### src/rtl/xlat_walker_pkg.sv
package xlat_walker_pkg;

    localparam int VA_W       = 32;
    localparam int ROOT_IDX_W = 7;
    localparam int PTR_IDX_W  = 7;
    localparam int DESC_LOG   = 2;
    localparam int SMALL_OFF  = 12;
    localparam int BIG_OFF    = 13;

    localparam int CTRL_EN    = 15;
    localparam int CTRL_PGSZ  = 14;

    localparam int BIT_WP     = 2;
    localparam int BIT_USED   = 3;
    localparam int BIT_MOD    = 4;
    localparam int BIT_SUP    = 7;

    typedef enum logic [3:0] {
        ST_IDLE,
        ST_RD_ROOT,
        ST_WB_ROOT,
        ST_RD_PTR,
        ST_WB_PTR,
        ST_RD_PAGE,
        ST_RD_IND,
        ST_WB_PAGE,
        ST_DONE
    } walk_state_e;

endpackage

### src/rtl/xw_index.sv
module xw_index
    import xlat_walker_pkg::*;
(
    input  logic [VA_W-1:0] va,
    input  logic [VA_W-1:0] va_res,
    input  logic [VA_W-1:0] root,
    input  logic [VA_W-1:0] d_root,
    input  logic [VA_W-1:0] d_ptr,
    input  logic [VA_W-1:0] page,
    input  logic            big,
    input  logic            bypass,
    output logic [VA_W-1:0] root_slot,
    output logic [VA_W-1:0] ptr_slot,
    output logic [VA_W-1:0] page_slot,
    output logic [VA_W-1:0] phys
);
    localparam int RI_LO       = VA_W - ROOT_IDX_W;
    localparam int PI_LO       = RI_LO - PTR_IDX_W;
    localparam int ROOT_ALIGN  = ROOT_IDX_W + DESC_LOG;
    localparam int PTR_ALIGN   = PTR_IDX_W + DESC_LOG;
    localparam int SMALL_ALIGN = (PI_LO - SMALL_OFF) + DESC_LOG;
    localparam int BIG_ALIGN   = (PI_LO - BIG_OFF) + DESC_LOG;

    logic [DESC_LOG-1:0] word_pad;
    assign word_pad = '0;

    assign root_slot = {root[VA_W-1:ROOT_ALIGN], va[VA_W-1:RI_LO], word_pad};
    assign ptr_slot  = {d_root[VA_W-1:PTR_ALIGN], va[RI_LO-1:PI_LO], word_pad};

    always_comb begin
        if (big) begin
            page_slot = {d_ptr[VA_W-1:BIG_ALIGN], va[PI_LO-1:BIG_OFF], word_pad};
        end else begin
            page_slot = {d_ptr[VA_W-1:SMALL_ALIGN], va[PI_LO-1:SMALL_OFF], word_pad};
        end
    end

    always_comb begin
        if (bypass) begin
            phys = va_res;
        end else if (big) begin
            phys = {page[VA_W-1:BIG_OFF], va_res[BIG_OFF-1:0]};
        end else begin
            phys = {page[VA_W-1:SMALL_OFF], va_res[SMALL_OFF-1:0]};
        end
    end

    logic low_unused;
    assign low_unused = ^{root[ROOT_ALIGN-1:0], d_root[PTR_ALIGN-1:0],
                          d_ptr[BIG_ALIGN-1:0], page[SMALL_OFF-1:0]};

endmodule

### src/rtl/xw_decode.sv
module xw_decode (
    input  logic [1:0] dtype,
    output logic       upper_ok,
    output logic       page_inv,
    output logic       page_ind,
    output logic       page_res
);
    assign upper_ok = dtype[1];
    assign page_inv = (dtype == 2'b00);
    assign page_ind = (dtype == 2'b10);
    assign page_res = dtype[0];
endmodule

### src/rtl/xw_status.sv
module xw_status
    import xlat_walker_pkg::*;
(
    input  logic [VA_W-1:0] page,
    input  logic            wp,
    input  logic            berr,
    input  logic            ok,
    output logic [VA_W-1:0] status
);
    assign status = {page[VA_W-1:SMALL_OFF], berr, page[10:4], 1'b0, wp, 1'b0, ok};

    logic page_unused;
    assign page_unused = ^{page[11], page[3:0]};
endmodule

### src/rtl/xlat_walker.sv
module xlat_walker
    import xlat_walker_pkg::*;
(
    input  logic            clk,
    input  logic            rst_n,
    input  logic            req_valid,
    input  logic [VA_W-1:0] req_addr,
    input  logic            req_super,
    input  logic            req_write,
    input  logic [15:0]     ctrl,
    input  logic [VA_W-1:0] user_root,
    input  logic [VA_W-1:0] super_root,
    output logic            busy,
    output logic            done,
    output logic            fault,
    output logic [VA_W-1:0] phys_addr,
    output logic [VA_W-1:0] status,
    output logic            mem_req,
    output logic            mem_we,
    output logic [VA_W-1:0] mem_addr,
    output logic [VA_W-1:0] mem_wdata,
    input  logic [VA_W-1:0] mem_rdata,
    input  logic            mem_ack,
    input  logic            mem_err
);
    walk_state_e st_q, st_n;

    logic [VA_W-1:0] va_q, va_n, root_q, root_n, droot_q, droot_n, dptr_q, dptr_n;
    logic [VA_W-1:0] slot_q, slot_n, wdata_q, wdata_n, page_q, page_n;
    logic sup_q, sup_n, wr_q, wr_n, big_q, big_n, wp_q, wp_n;
    logic fault_q, fault_n, berr_q, berr_n, ok_q, ok_n, byp_q, byp_n;

    logic [VA_W-1:0] sel_root, va_in, root_in, droot_in, dptr_in;
    logic [VA_W-1:0] root_slot, ptr_slot, page_slot;
    logic upper_ok, page_inv, page_ind, page_res;
    logic in_mem, take_final, fin_wp, fin_prot;
    logic [VA_W-1:0] fin_desc;

    logic ctrl_unused;
    assign ctrl_unused = ^ctrl[13:0];

    assign sel_root = req_super ? super_root : user_root;
    assign va_in    = (st_q == ST_IDLE)    ? req_addr  : va_q;
    assign root_in  = (st_q == ST_IDLE)    ? sel_root  : root_q;
    assign droot_in = (st_q == ST_RD_ROOT) ? mem_rdata : droot_q;
    assign dptr_in  = (st_q == ST_RD_PTR)  ? mem_rdata : dptr_q;

    xw_index u_index (
        .va       (va_in),
        .va_res   (va_q),
        .root     (root_in),
        .d_root   (droot_in),
        .d_ptr    (dptr_in),
        .page     (page_q),
        .big      (big_q),
        .bypass   (byp_q),
        .root_slot(root_slot),
        .ptr_slot (ptr_slot),
        .page_slot(page_slot),
        .phys     (phys_addr)
    );

    xw_decode u_decode (
        .dtype   (mem_rdata[1:0]),
        .upper_ok(upper_ok),
        .page_inv(page_inv),
        .page_ind(page_ind),
        .page_res(page_res)
    );

    xw_status u_status (
        .page  (page_q),
        .wp    (wp_q),
        .berr  (berr_q),
        .ok    (ok_q),
        .status(status)
    );

    assign in_mem = (st_q != ST_IDLE) && (st_q != ST_DONE);

    // Final page descriptor handling: protection and flag updates
    always_comb begin
        fin_wp   = wp_q | mem_rdata[BIT_WP];
        fin_prot = (wr_q & fin_wp) | (~sup_q & mem_rdata[BIT_SUP]);
        fin_desc = mem_rdata;
        fin_desc[BIT_USED] = 1'b1;
        if (wr_q && !fin_prot) begin
            fin_desc[BIT_MOD] = 1'b1;
        end
    end

    // Next-state and datapath
    always_comb begin
        st_n = st_q;  va_n = va_q;  sup_n = sup_q;  wr_n = wr_q;  big_n = big_q;
        root_n = root_q;  droot_n = droot_q;  dptr_n = dptr_q;  slot_n = slot_q;
        wdata_n = wdata_q;  page_n = page_q;  wp_n = wp_q;  fault_n = fault_q;
        berr_n = berr_q;  ok_n = ok_q;  byp_n = byp_q;
        take_final = 1'b0;

        if (in_mem && mem_ack && mem_err) begin
            berr_n  = 1'b1;
            fault_n = 1'b1;
            ok_n    = 1'b0;
            st_n    = ST_DONE;
        end else begin
            unique case (st_q)
                ST_IDLE: begin
                    if (req_valid) begin
                        va_n = req_addr;  sup_n = req_super;  wr_n = req_write;
                        big_n = ctrl[CTRL_PGSZ];  root_n = sel_root;
                        droot_n = '0;  dptr_n = '0;  page_n = '0;
                        wp_n = 1'b0;  fault_n = 1'b0;  berr_n = 1'b0;  ok_n = 1'b0;
                        byp_n = ~ctrl[CTRL_EN];
                        if (!ctrl[CTRL_EN]) begin
                            page_n = {req_addr[VA_W-1:SMALL_OFF], {SMALL_OFF{1'b0}}};
                            ok_n   = 1'b1;
                            st_n   = ST_DONE;
                        end else begin
                            slot_n = root_slot;
                            st_n   = ST_RD_ROOT;
                        end
                    end
                end
                ST_RD_ROOT: begin
                    if (mem_ack) begin
                        if (!upper_ok) begin
                            fault_n = 1'b1;
                            st_n    = ST_DONE;
                        end else begin
                            droot_n = mem_rdata;
                            wp_n    = wp_q | mem_rdata[BIT_WP];
                            if (!mem_rdata[BIT_USED]) begin
                                wdata_n = mem_rdata | (VA_W'(1) << BIT_USED);
                                st_n    = ST_WB_ROOT;
                            end else begin
                                slot_n = ptr_slot;
                                st_n   = ST_RD_PTR;
                            end
                        end
                    end
                end
                ST_WB_ROOT: begin
                    if (mem_ack) begin
                        slot_n = ptr_slot;
                        st_n   = ST_RD_PTR;
                    end
                end
                ST_RD_PTR: begin
                    if (mem_ack) begin
                        if (!upper_ok) begin
                            fault_n = 1'b1;
                            st_n    = ST_DONE;
                        end else begin
                            dptr_n = mem_rdata;
                            wp_n   = wp_q | mem_rdata[BIT_WP];
                            if (!mem_rdata[BIT_USED]) begin
                                wdata_n = mem_rdata | (VA_W'(1) << BIT_USED);
                                st_n    = ST_WB_PTR;
                            end else begin
                                slot_n = page_slot;
                                st_n   = ST_RD_PAGE;
                            end
                        end
                    end
                end
                ST_WB_PTR: begin
                    if (mem_ack) begin
                        slot_n = page_slot;
                        st_n   = ST_RD_PAGE;
                    end
                end
                ST_RD_PAGE: begin
                    if (mem_ack) begin
                        if (page_inv) begin
                            fault_n = 1'b1;
                            st_n    = ST_DONE;
                        end else if (page_ind) begin
                            slot_n = {mem_rdata[VA_W-1:DESC_LOG], {DESC_LOG{1'b0}}};
                            st_n   = ST_RD_IND;
                        end else begin
                            take_final = 1'b1;
                        end
                    end
                end
                ST_RD_IND: begin
                    if (mem_ack) begin
                        if (!page_res) begin
                            fault_n = 1'b1;
                            st_n    = ST_DONE;
                        end else begin
                            take_final = 1'b1;
                        end
                    end
                end
                ST_WB_PAGE: begin
                    if (mem_ack) begin
                        st_n = ST_DONE;
                    end
                end
                ST_DONE: st_n = ST_IDLE;
                default: st_n = ST_IDLE;
            endcase

            if (take_final) begin
                page_n  = fin_desc;
                wp_n    = fin_wp;
                fault_n = fin_prot;
                ok_n    = ~fin_prot;
                if (fin_desc != mem_rdata) begin
                    wdata_n = fin_desc;
                    st_n    = ST_WB_PAGE;
                end else begin
                    st_n = ST_DONE;
                end
            end
        end
    end

    // State register
    always_ff @(posedge clk or negedge rst_n) begin
        if (!rst_n) begin
            st_q <= ST_IDLE;
            va_q <= '0;  root_q <= '0;  droot_q <= '0;  dptr_q <= '0;
            slot_q <= '0;  wdata_q <= '0;  page_q <= '0;
            sup_q <= 1'b0;  wr_q <= 1'b0;  big_q <= 1'b0;  wp_q <= 1'b0;
            fault_q <= 1'b0;  berr_q <= 1'b0;  ok_q <= 1'b0;  byp_q <= 1'b0;
        end else begin
            st_q <= st_n;
            va_q <= va_n;  root_q <= root_n;  droot_q <= droot_n;  dptr_q <= dptr_n;
            slot_q <= slot_n;  wdata_q <= wdata_n;  page_q <= page_n;
            sup_q <= sup_n;  wr_q <= wr_n;  big_q <= big_n;  wp_q <= wp_n;
            fault_q <= fault_n;  berr_q <= berr_n;  ok_q <= ok_n;  byp_q <= byp_n;
        end
    end

    // Outputs
    always_comb begin
        busy      = in_mem;
        done      = (st_q == ST_DONE);
        fault     = fault_q;
        mem_req   = in_mem;
        mem_we    = (st_q == ST_WB_ROOT) || (st_q == ST_WB_PTR) || (st_q == ST_WB_PAGE);
        mem_addr  = slot_q;
        mem_wdata = wdata_q;
    end

endmodule

### config.mk
export PLATFORM = sky130hd
export DESIGN_NAME = xlat_walker
export DESIGN_NICKNAME = d
export VERILOG_FILES = /design/src/rtl/xlat_walker_pkg.sv /design/src/rtl/xw_index.sv /design/src/rtl/xw_decode.sv /design/src/rtl/xw_status.sv /design/src/rtl/xlat_walker.sv
export SDC_FILE = /design/constraint.sdc
export NUM_CORES = 1
export LEC_CHECK = 0
export ABC_AREA = 1
export CELL_PAD_IN_SITES_DETAIL_PLACEMENT = 1
export CELL_PAD_IN_SITES_GLOBAL_PLACEMENT = 1
export CORE_MARGIN = 2
export CORE_UTILIZATION = 50
export CTS_BUF_LIST = sky130_fd_sc_hd__clkbuf_8
export DETAILED_ROUTE_END_ITERATION = 6
export DONT_BUFFER_PORTS = 1
export HOLD_SLACK_MARGIN = 0.02
export PLACE_DENSITY_LB_ADDON = 0.1
export SLEW_MARGIN = 20
export SYNTH_ARGS = -nofsm -noshare
export SYNTH_HDL_FRONTEND = slang
export SYNTH_SLANG_ARGS = --single-unit
export TNS_END_PERCENT = 5
### constraint.sdc
create_clock -name clk -period 3.4 [get_ports clk]
set_clock_uncertainty 0.2 [all_clocks]
set_input_delay 0.17 -clock clk [delete_from_list [all_inputs] [get_ports clk]]
set_output_delay 0.17 -clock clk [all_outputs]
set_load 0.1 [all_outputs]
Word level (Yosys, flattened, before mapping):

Index checks and enable logic that the tools add are counted.
Widths: inputs -> output; s select.

* reductions and logical operators: 32
* equality and inequality tests: 40
* muxes and demuxes: 85
* bitwise logic cells: 8

Operators with widths (count)
* $mux 32: 31
* $pmux 32 s6: 1
* $pmux 32 s2: 2
* $mux 4: 17
* $pmux 4 s8: 1
* $mux 1: 28
* $ne 2x2->1 const B: 13
* $ne 4x4->1 const B: 5
* $eq 4x3->1 const B: 4
* $ne 4x2->1 const B: 4
* $reduce_and 15->1: 1
* $reduce_and 5->1: 3
* $mux 13: 1
* $ne 4x3->1 const B: 3
* $reduce_bool 2->1: 6
* $reduce_bool 6->1: 2
* $reduce_and 10->1: 1
* $reduce_bool 3->1: 3
* $eq 4x2->1 const B: 2
* $mux 8: 1
* $reduce_and 8->1: 1
* $ne 3x1->1 const B: 2
* $reduce_and 3->1: 2
* $ne 5x5->1 const B: 1
* other kinds (19): 30

* flip-flop bits (word level): 204
* output and inout port bits: 133
* logic and storage cells: 180

Longest topological paths before layout:

Gate-level depths: netlist (run 1).

* depth after elaboration: 10
* depth in mapped cells: 12
* mapped depth without buffers: 10

Hierarchy:

Synthesis (run 1) repeated with hierarchy kept, for this count alone.

* cells, all modules: 1934
* area, all modules: 13802.0 sq um

Modules (own cells, without submodules)
* xlat_walker: instances 1, area each 12423.2 sq um, seq. area each 5905.7 sq um, cells each 1707
* xw_index: instances 1, area each 1106.1 sq um, seq. area each 0.0 sq um, cells each 189
* xw_status: instances 1, area each 244.0 sq um, seq. area each 0.0 sq um, cells each 33
* xw_decode: instances 1, area each 28.8 sq um, seq. area each 0.0 sq um, cells each 5

Least setup slack after synthesis (run 1):

No wires, ideal clock.

* path type: register -> output
* start: reg page_q[13]
* end: out phys_addr[13]
* stages on the path, launching flop included: 3
* path buffers: 0
* slack: -137 ps
* arrival: 3167 ps
* cells stage by stage: dfrtp_1 inv_1 o21ai_0

* longest elaborated chain between the ends: 1

RTL lines
* from (decl): line xlat_walker.sv:29 `logic [VA_W-1:0] slot_q, slot_n, wdata_q, wdata_n, page_q, page_n;`
* from (signal assigned): line xlat_walker.sv:230 `slot_q <= slot_n; wdata_q <= wdata_n; page_q <= page_n;`
* $mux 32: line xw_index.sv:39 `if (bypass) begin`
* to (decl): line xlat_walker.sv:16 `output logic [VA_W-1:0] phys_addr,`

No other way between the ends.

Final worst setup path (run 1):

* start: reg st_q[0]
* end: reg page_q[20]

* longest elaborated chain between the ends: 6
* elaborated cells on any way between the ends: 15
* those cells by class: 3 x eq/ne; 3 x mux; 1 x bitwise; 8 x reduce/logical

RTL lines
* from (decl): line xlat_walker.sv:26 `walk_state_e st_q, st_n;`
* from (signal assigned): line xlat_walker.sv:228 `st_q <= st_n;`
* branches (longest 6 deep; another with $eq 4x3->1)

Several ways; the timed one is not identified. The select of a mux whose other input is x is not followed.
A chain may end at the register's enable or synchronous reset.

==> results.txt, run 1 <==
Status - finished, violations left
Violated checks - hold timing
Die Span Y - 145 um
Vias per cell - 5.70
Design Area, Final - 11,800 um2
Placed Area - 10,200 um2
Layout Nets - 1,645
CTS Buf Count - 17
Worst Path Max Fanout - 43
Placeable Area - 19,400 um2
Sequential share of the synthesized area - 45.9%
Startpoint Class - flop
Max_slew headroom - 30.9%
Fmax - 321 MHz
Flops & latches, synth - 181
Cell count after synthesis - 1,384
# port buffers - 0
Hold Vio Cnt, Final - 181
Via Count - 10,121
Synth cell types - 32
Clock buffer depth - 2
CTS tree - done
Avg Cell Area, Syn - 7.13 um2
Predominant post-synthesis flop cell - dfrtp_1
Largest net degree at the start of global routing - 182
RSZ-0062 raised after global routing - no
Fillers - 2,513
Most frequent cells in the layout - nand2_1 (579), dfrtp_1 (180), nand3_1 (139)
Antenna violations before repair - 3
DRT Pass-1 Iters - 5
Slew at the pin with the worst max-slew slack - 1040 ps
Crit-path slowest cell - dfrtp_1
Die W - 145 um
Reg clk slew, reported paths - 100 ps
Yosys warning total - 0
Initial Util - 50.9%
Gr ovfl total - 0
Maxcap violations - 0
DR DRC count - 0
Post-synthesis cell area - 9870 um2
Commonest non-fill, non-tap cell in the layout - nand2_1
Share of post-route cells with drive strength above 1 - 10.6%
1st-iter DRT viols - 798
Total Die Area - 20,900 um2
Final setup viols - 0
GP Congestion - 0.970
First-pass GRT wire length - 58.4 mm
Root Driver - clkbuf_8
CP required - 3610 ps
Final min period - 3120 ps
Worst setup path class - reg -> reg
WL final - 38.7 mm
CP endpoint kind - flop
Final ANT Viol Nets - 0
Final TNS setup - 0 ps
Cell Chain, Critical Path - nor2_4 > nand2_2 > nand2_2 > buf_4 > nand2_1 > nand2_1 > buf_4 > o211ai_1 > o21ai_1
Post-synth EDFFs - 0
Number of placed I/O pins - 284
Hold crit path type - in -> async
Hold buffer count at CTS - 119
Final Max Slew Viols - 0
P&R area growth vs syn - 20.0%
Wire per inst - 21.8 um
Critical path arrival - 3320 ps
H-tree depth - 4
Vias in the first global route - 10,597
Post-CTS setup buffers - 0
CTS sink cnt - 181
Core Rows - 51
Final hold slack - -839 ps
GRT Util Overall - 36.9%
FFs w/ async S/R, synth - 100%
Largest stage delay, worst path - 520 ps
Skew-Pair Late Insertion Delay - 490 ps
HPWL reported at the end of detailed placement - 23.2 mm
Tcrit/Tclk final - 91.6%
==> cell usage after synthesis, types with 2 or more instances <==
library cell	count	share of area (%)
nand2_1	580	22
dfrtp_1	181	46
nand3_1	139	7.0
inv_1	107	4.1
nor2_1	84	3.2
o21ai_0	73	3.7
o21ai_1	46	2.3
buf_2	30	1.5
buf_4	29	2.2
clkbuf_1	20	0.76
a21oi_2	16	1.4
o211ai_1	16	1.2
a21oi_1	12	0.61
buf_6	9	1.0
inv_2	9	0.34
nand2_2	7	0.44
buf_1	3	0.11
nand4_1	3	0.19
nor2_2	3	0.19
nor2_4	3	0.34
clkinv_1	2	0.076
nor2_8	2	0.41
==> flip-flops by register name, summed over array words and instances, names as in the netlist <==
register and count:
big_q 1, droot_q 23, wp_q 1, wr_q 1, sup_q 1, dptr_q 25
mem_wdata 32, st_q 4, fault 1, berr_q 1, va_q 32, page_q 27
ok_q 1, byp_q 1, mem_addr 30
==> path summary, 6_finish.rpt <==
| kind | from | to | slack [ps] | depth (start not counted) |
|---|---|---|---|---|
| min in group clk | req_addr[17] | mem_addr[7] | 40 | 6 |
| min reg2reg | va_q[29] | va_q[29] | 320 | 2 |
| max reg2reg | st_q[0] | page_q[20] | 280 | 9 |
| max in group asynchronous | rst_n | st_q[3] | 3560 | 0 |
| max | st_q[0] | page_q[20] | 280 | 9 |
| min | rst_n | va_q[7] | -840 | 0 |
==> per-stage QoR <==
step | util [%] | setup WS, ps | cells
2_1_floorplan | - | -137 | 1387
3_3_place_gp | 52.6 | 400 | 1620
3_5_place_dp | 52.6 | 298 | 1620
4_1_cts | 61.0 | 43.0 | 1771
5_1_grt | 61.1 | 96.2 | 1775
6_report | 61.1 | 284 | 1775
==> area by class of cell <==
class | count | area [um2] | share of cell area, %
clock buffer | 19 | 262 | 2.21
antenna | 3 | 7.51 | 0.0634
sequential | 181 | 4530 | 38.2
clock inverter | 13 | 168 | 1.42
tap | 265 | 332 | 2.80
inverter | 119 | 449 | 3.79
timing repair buffer | 178 | 1660 | 14.0
multi-input combinational | 997 | 4440 | 37.5
==> repair_timing <==
action,in CTS,in global routing
setup endpoints to repair,0,30
gates resized for setup,0,1
hold endpoints to repair,359,181
==> worst max-delay path: cells and delay by family (launching register included) <==
family / cells / cell delay (ps)
flops: 1 / 520
compound gates: 2 / 300
simple gates: 5 / 1200
buf+inv: 2 / 790
==> metal layers <==
layer	vias up	GRT usage (%)	wire length [um]
li1	4546	-	-
met1	5045	44.8	15200
met2	416	63.1	19100
met4	0	16.0	1610
met3	114	8.11	2770
met5	-	0	0
==> cells by family (layout without fill, tap and decap cells) <==
kind of cell | after synthesis | count (layout) | synth area share (%)
flip-flops | 181 | 181 | 45.9
other | 1 | 7 | 0.0380
AND/OR/NAND/NOR | 827 | 828 | 34.5
AO/OA/AOI/OAI | 165 | 165 | 9.40
buffers and inverters | 210 | 329 | 10.2
Power of run 1 is left out: the tool's default activity adds up to more than one toggle a clock period on the data nets, which glitch-free logic cannot reach.
==> run 2, diff against run 1 <==
Settings changed: CORE_UTILIZATION 50 to 47.
Clock period 3.4 ns to 2.9 ns, I/O delays scaled along.
==> results.txt, run 2 (same netlist as run 1, synthesis figures left out) <==
Slew at the pin with the worst max-slew slack - 984 ps (-52.6 ps)
Hold crit path type - in -> async
Final ANT Viol Nets - 0 (unchanged)
Wire per inst - 20.9 um (-4.2%)
FF/Latch Area - 4530 um2 (about the same)
Tcrit/Tclk final - 95.5%
GP Congestion - 0.895 (-7.7%)
Worst setup path class - in -> reg
GRT Util Overall - 34.6% (-2.3 points)
Diode count - 0 (-3)
Most frequent cells in the layout - nand2_1 (579), dfrtp_1 (178), nand3_1 (139)
Number of placed I/O pins - 284 (unchanged)
Finished Layout Cells - 1,822 (+2.6%)
RSZ-0062 raised after global routing - no
Startpoint Class - input port
Dpl cells - 1,657 (+2.3%)
DR DRC count - 0 (unchanged)
Initial Util - 47.4% (-3.5 points)
Placed Area - 10,500 um2 (+2.5%)
Final min period - 2770 ps
Total Die Area - 22,200 um2 (+6.2%)
Gr ovfl total - 0 (unchanged)
# port buffers - 0 (unchanged)
Violated checks - hold timing
Maxcap violations - 0 (unchanged)
R2R setup slack - 190 ps (-90 ps)
Vias in the first global route - 10,833 (+2.2%)
Via Count - 10,098 (-0.23%)
Final Max Slew Viols - 0 (unchanged)
Placeable Area - 20,800 um2 (+7.3%)
Hold Vio Cnt, Final - 181 (unchanged)
Design Area, Final - 12,300 um2 (+3.6%)
Final TNS setup - 0 ps (unchanged)
Hold buffer count at CTS - 132 (+11%)
CTS Buf Count - 17 (unchanged)
Reg clk slew, reported paths - 110 ps (about the same)
Final hold slack - -874 ps (-35.6 ps)
Root Driver - clkbuf_8
Die Span Y - 149 um (+3.1%)
WL final - 38.1 mm (-1.7%)
Skew-Pair Late Insertion Delay - 490 ps (about the same)
H-tree depth - 4 (unchanged)
CTS tree - done
Share of post-route cells with drive strength above 1 - 12.2% (+1.5 points)
Worst r2r path cells - 11 (+2)
Critical path arrival - 3000 ps (-320 ps)
Vias per cell - 5.54 (-2.8%)
CP required - 3140 ps (-470 ps)
Max_slew headroom - 34.3% (+3.4 points)
Antenna violations before repair - 0 (-3)
Final setup viols - 0 (unchanged)
Fmax - 361 MHz
Clock buffer depth - 2 (unchanged)
Status - finished, violations left
Worst Path Max Fanout - 30 (-30%)
Layout Nets - 1,685 (+2.4%)
Commonest non-fill, non-tap cell in the layout - nand2_1
Die W - 149 um (+3.1%)
P&R area growth vs syn - 24.2%
Core Rows - 53 (+3.9%)
First-pass GRT wire length - 59.2 mm (+1.3%)
CP endpoint kind - flop
CTS sink cnt - 181 (unchanged)
HPWL reported at the end of detailed placement - 23.9 mm (+3.1%)
Post-CTS setup buffers - 0 (unchanged)
FF-to-FF End - mem_wdata[10]
Fillers - 2,669 (+6.2%)
1st-iter DRT viols - 533 (-33%)
Largest net degree at the start of global routing - 182 (unchanged)
Worst R2R Start - st_q[0]
Area of the multi-input gates - 4450 um2 (+0.31%)
DRT Pass-1 Iters - 5 (unchanged)
run 2: worst max-delay path by stage:
stage / start / end / slack (ps) / depth (start not counted)
detailed placement: st_q[3] / page_q[13] / 290 / 8
finish: ctrl[15] / mem_addr[5] / 130 / 10
global route: st_q[0] / mem_wdata[10] / 20 / 11
CTS: st_q[3] / va_q[25] / 70 / 8
global placement: st_q[3] / mem_addr[12] / 360 / 11
floorplan: page_q[14] / phys_addr[14] / -610 / 2
run 2: timing repair:
| action | CTS | global route |
|---|---|---|
| endpoints found under the hold margin | 361 | 181 |
| resized for setup | 0 | 4 |
| setup endpoints to repair | 0 | 25 |
run 2: through the flow:
step                setup WS [ps]  utilization, %  hold slack [ps]
global route                 19.7            58.9             -896
global placement              355            50.2             -347
CTS                          70.9            58.8             -890
detailed placement            285            50.2             -346
floorplan                    -612               -             -351
finish                        131            58.9             -874
run 2: layout make-up:
cell class,count,area share [%]
flip-flops and latches,181,37.0
repair buffers,218,16.5
inverters,119,3.66
clock buffers,18,2.02
clock inverters,14,1.74
well taps,275,2.80
multi-input cells,997,36.3
run 2: per-layer routing:
metal  up-vias  share of wire [%]  global-route usage, %
met5         -                  0                      0
met4         0                3.5                   14.2
met3        91                6.7                   7.71
met2       342                 49                   58.6
met1      5043                 41                   42.7
li1       4622                  -                      -
run 2: worst max-delay path: stages:
cell	delay, ps
dlygate4sd3_1	1170
inv_1	340
nand3_1	230
nand2_1	70
nor2_1	150
nand2_1	110
nor2_4	160
buf_4	380
nand3_1	130
nand2_1	90
Power of run 2 is left out for the same reason.
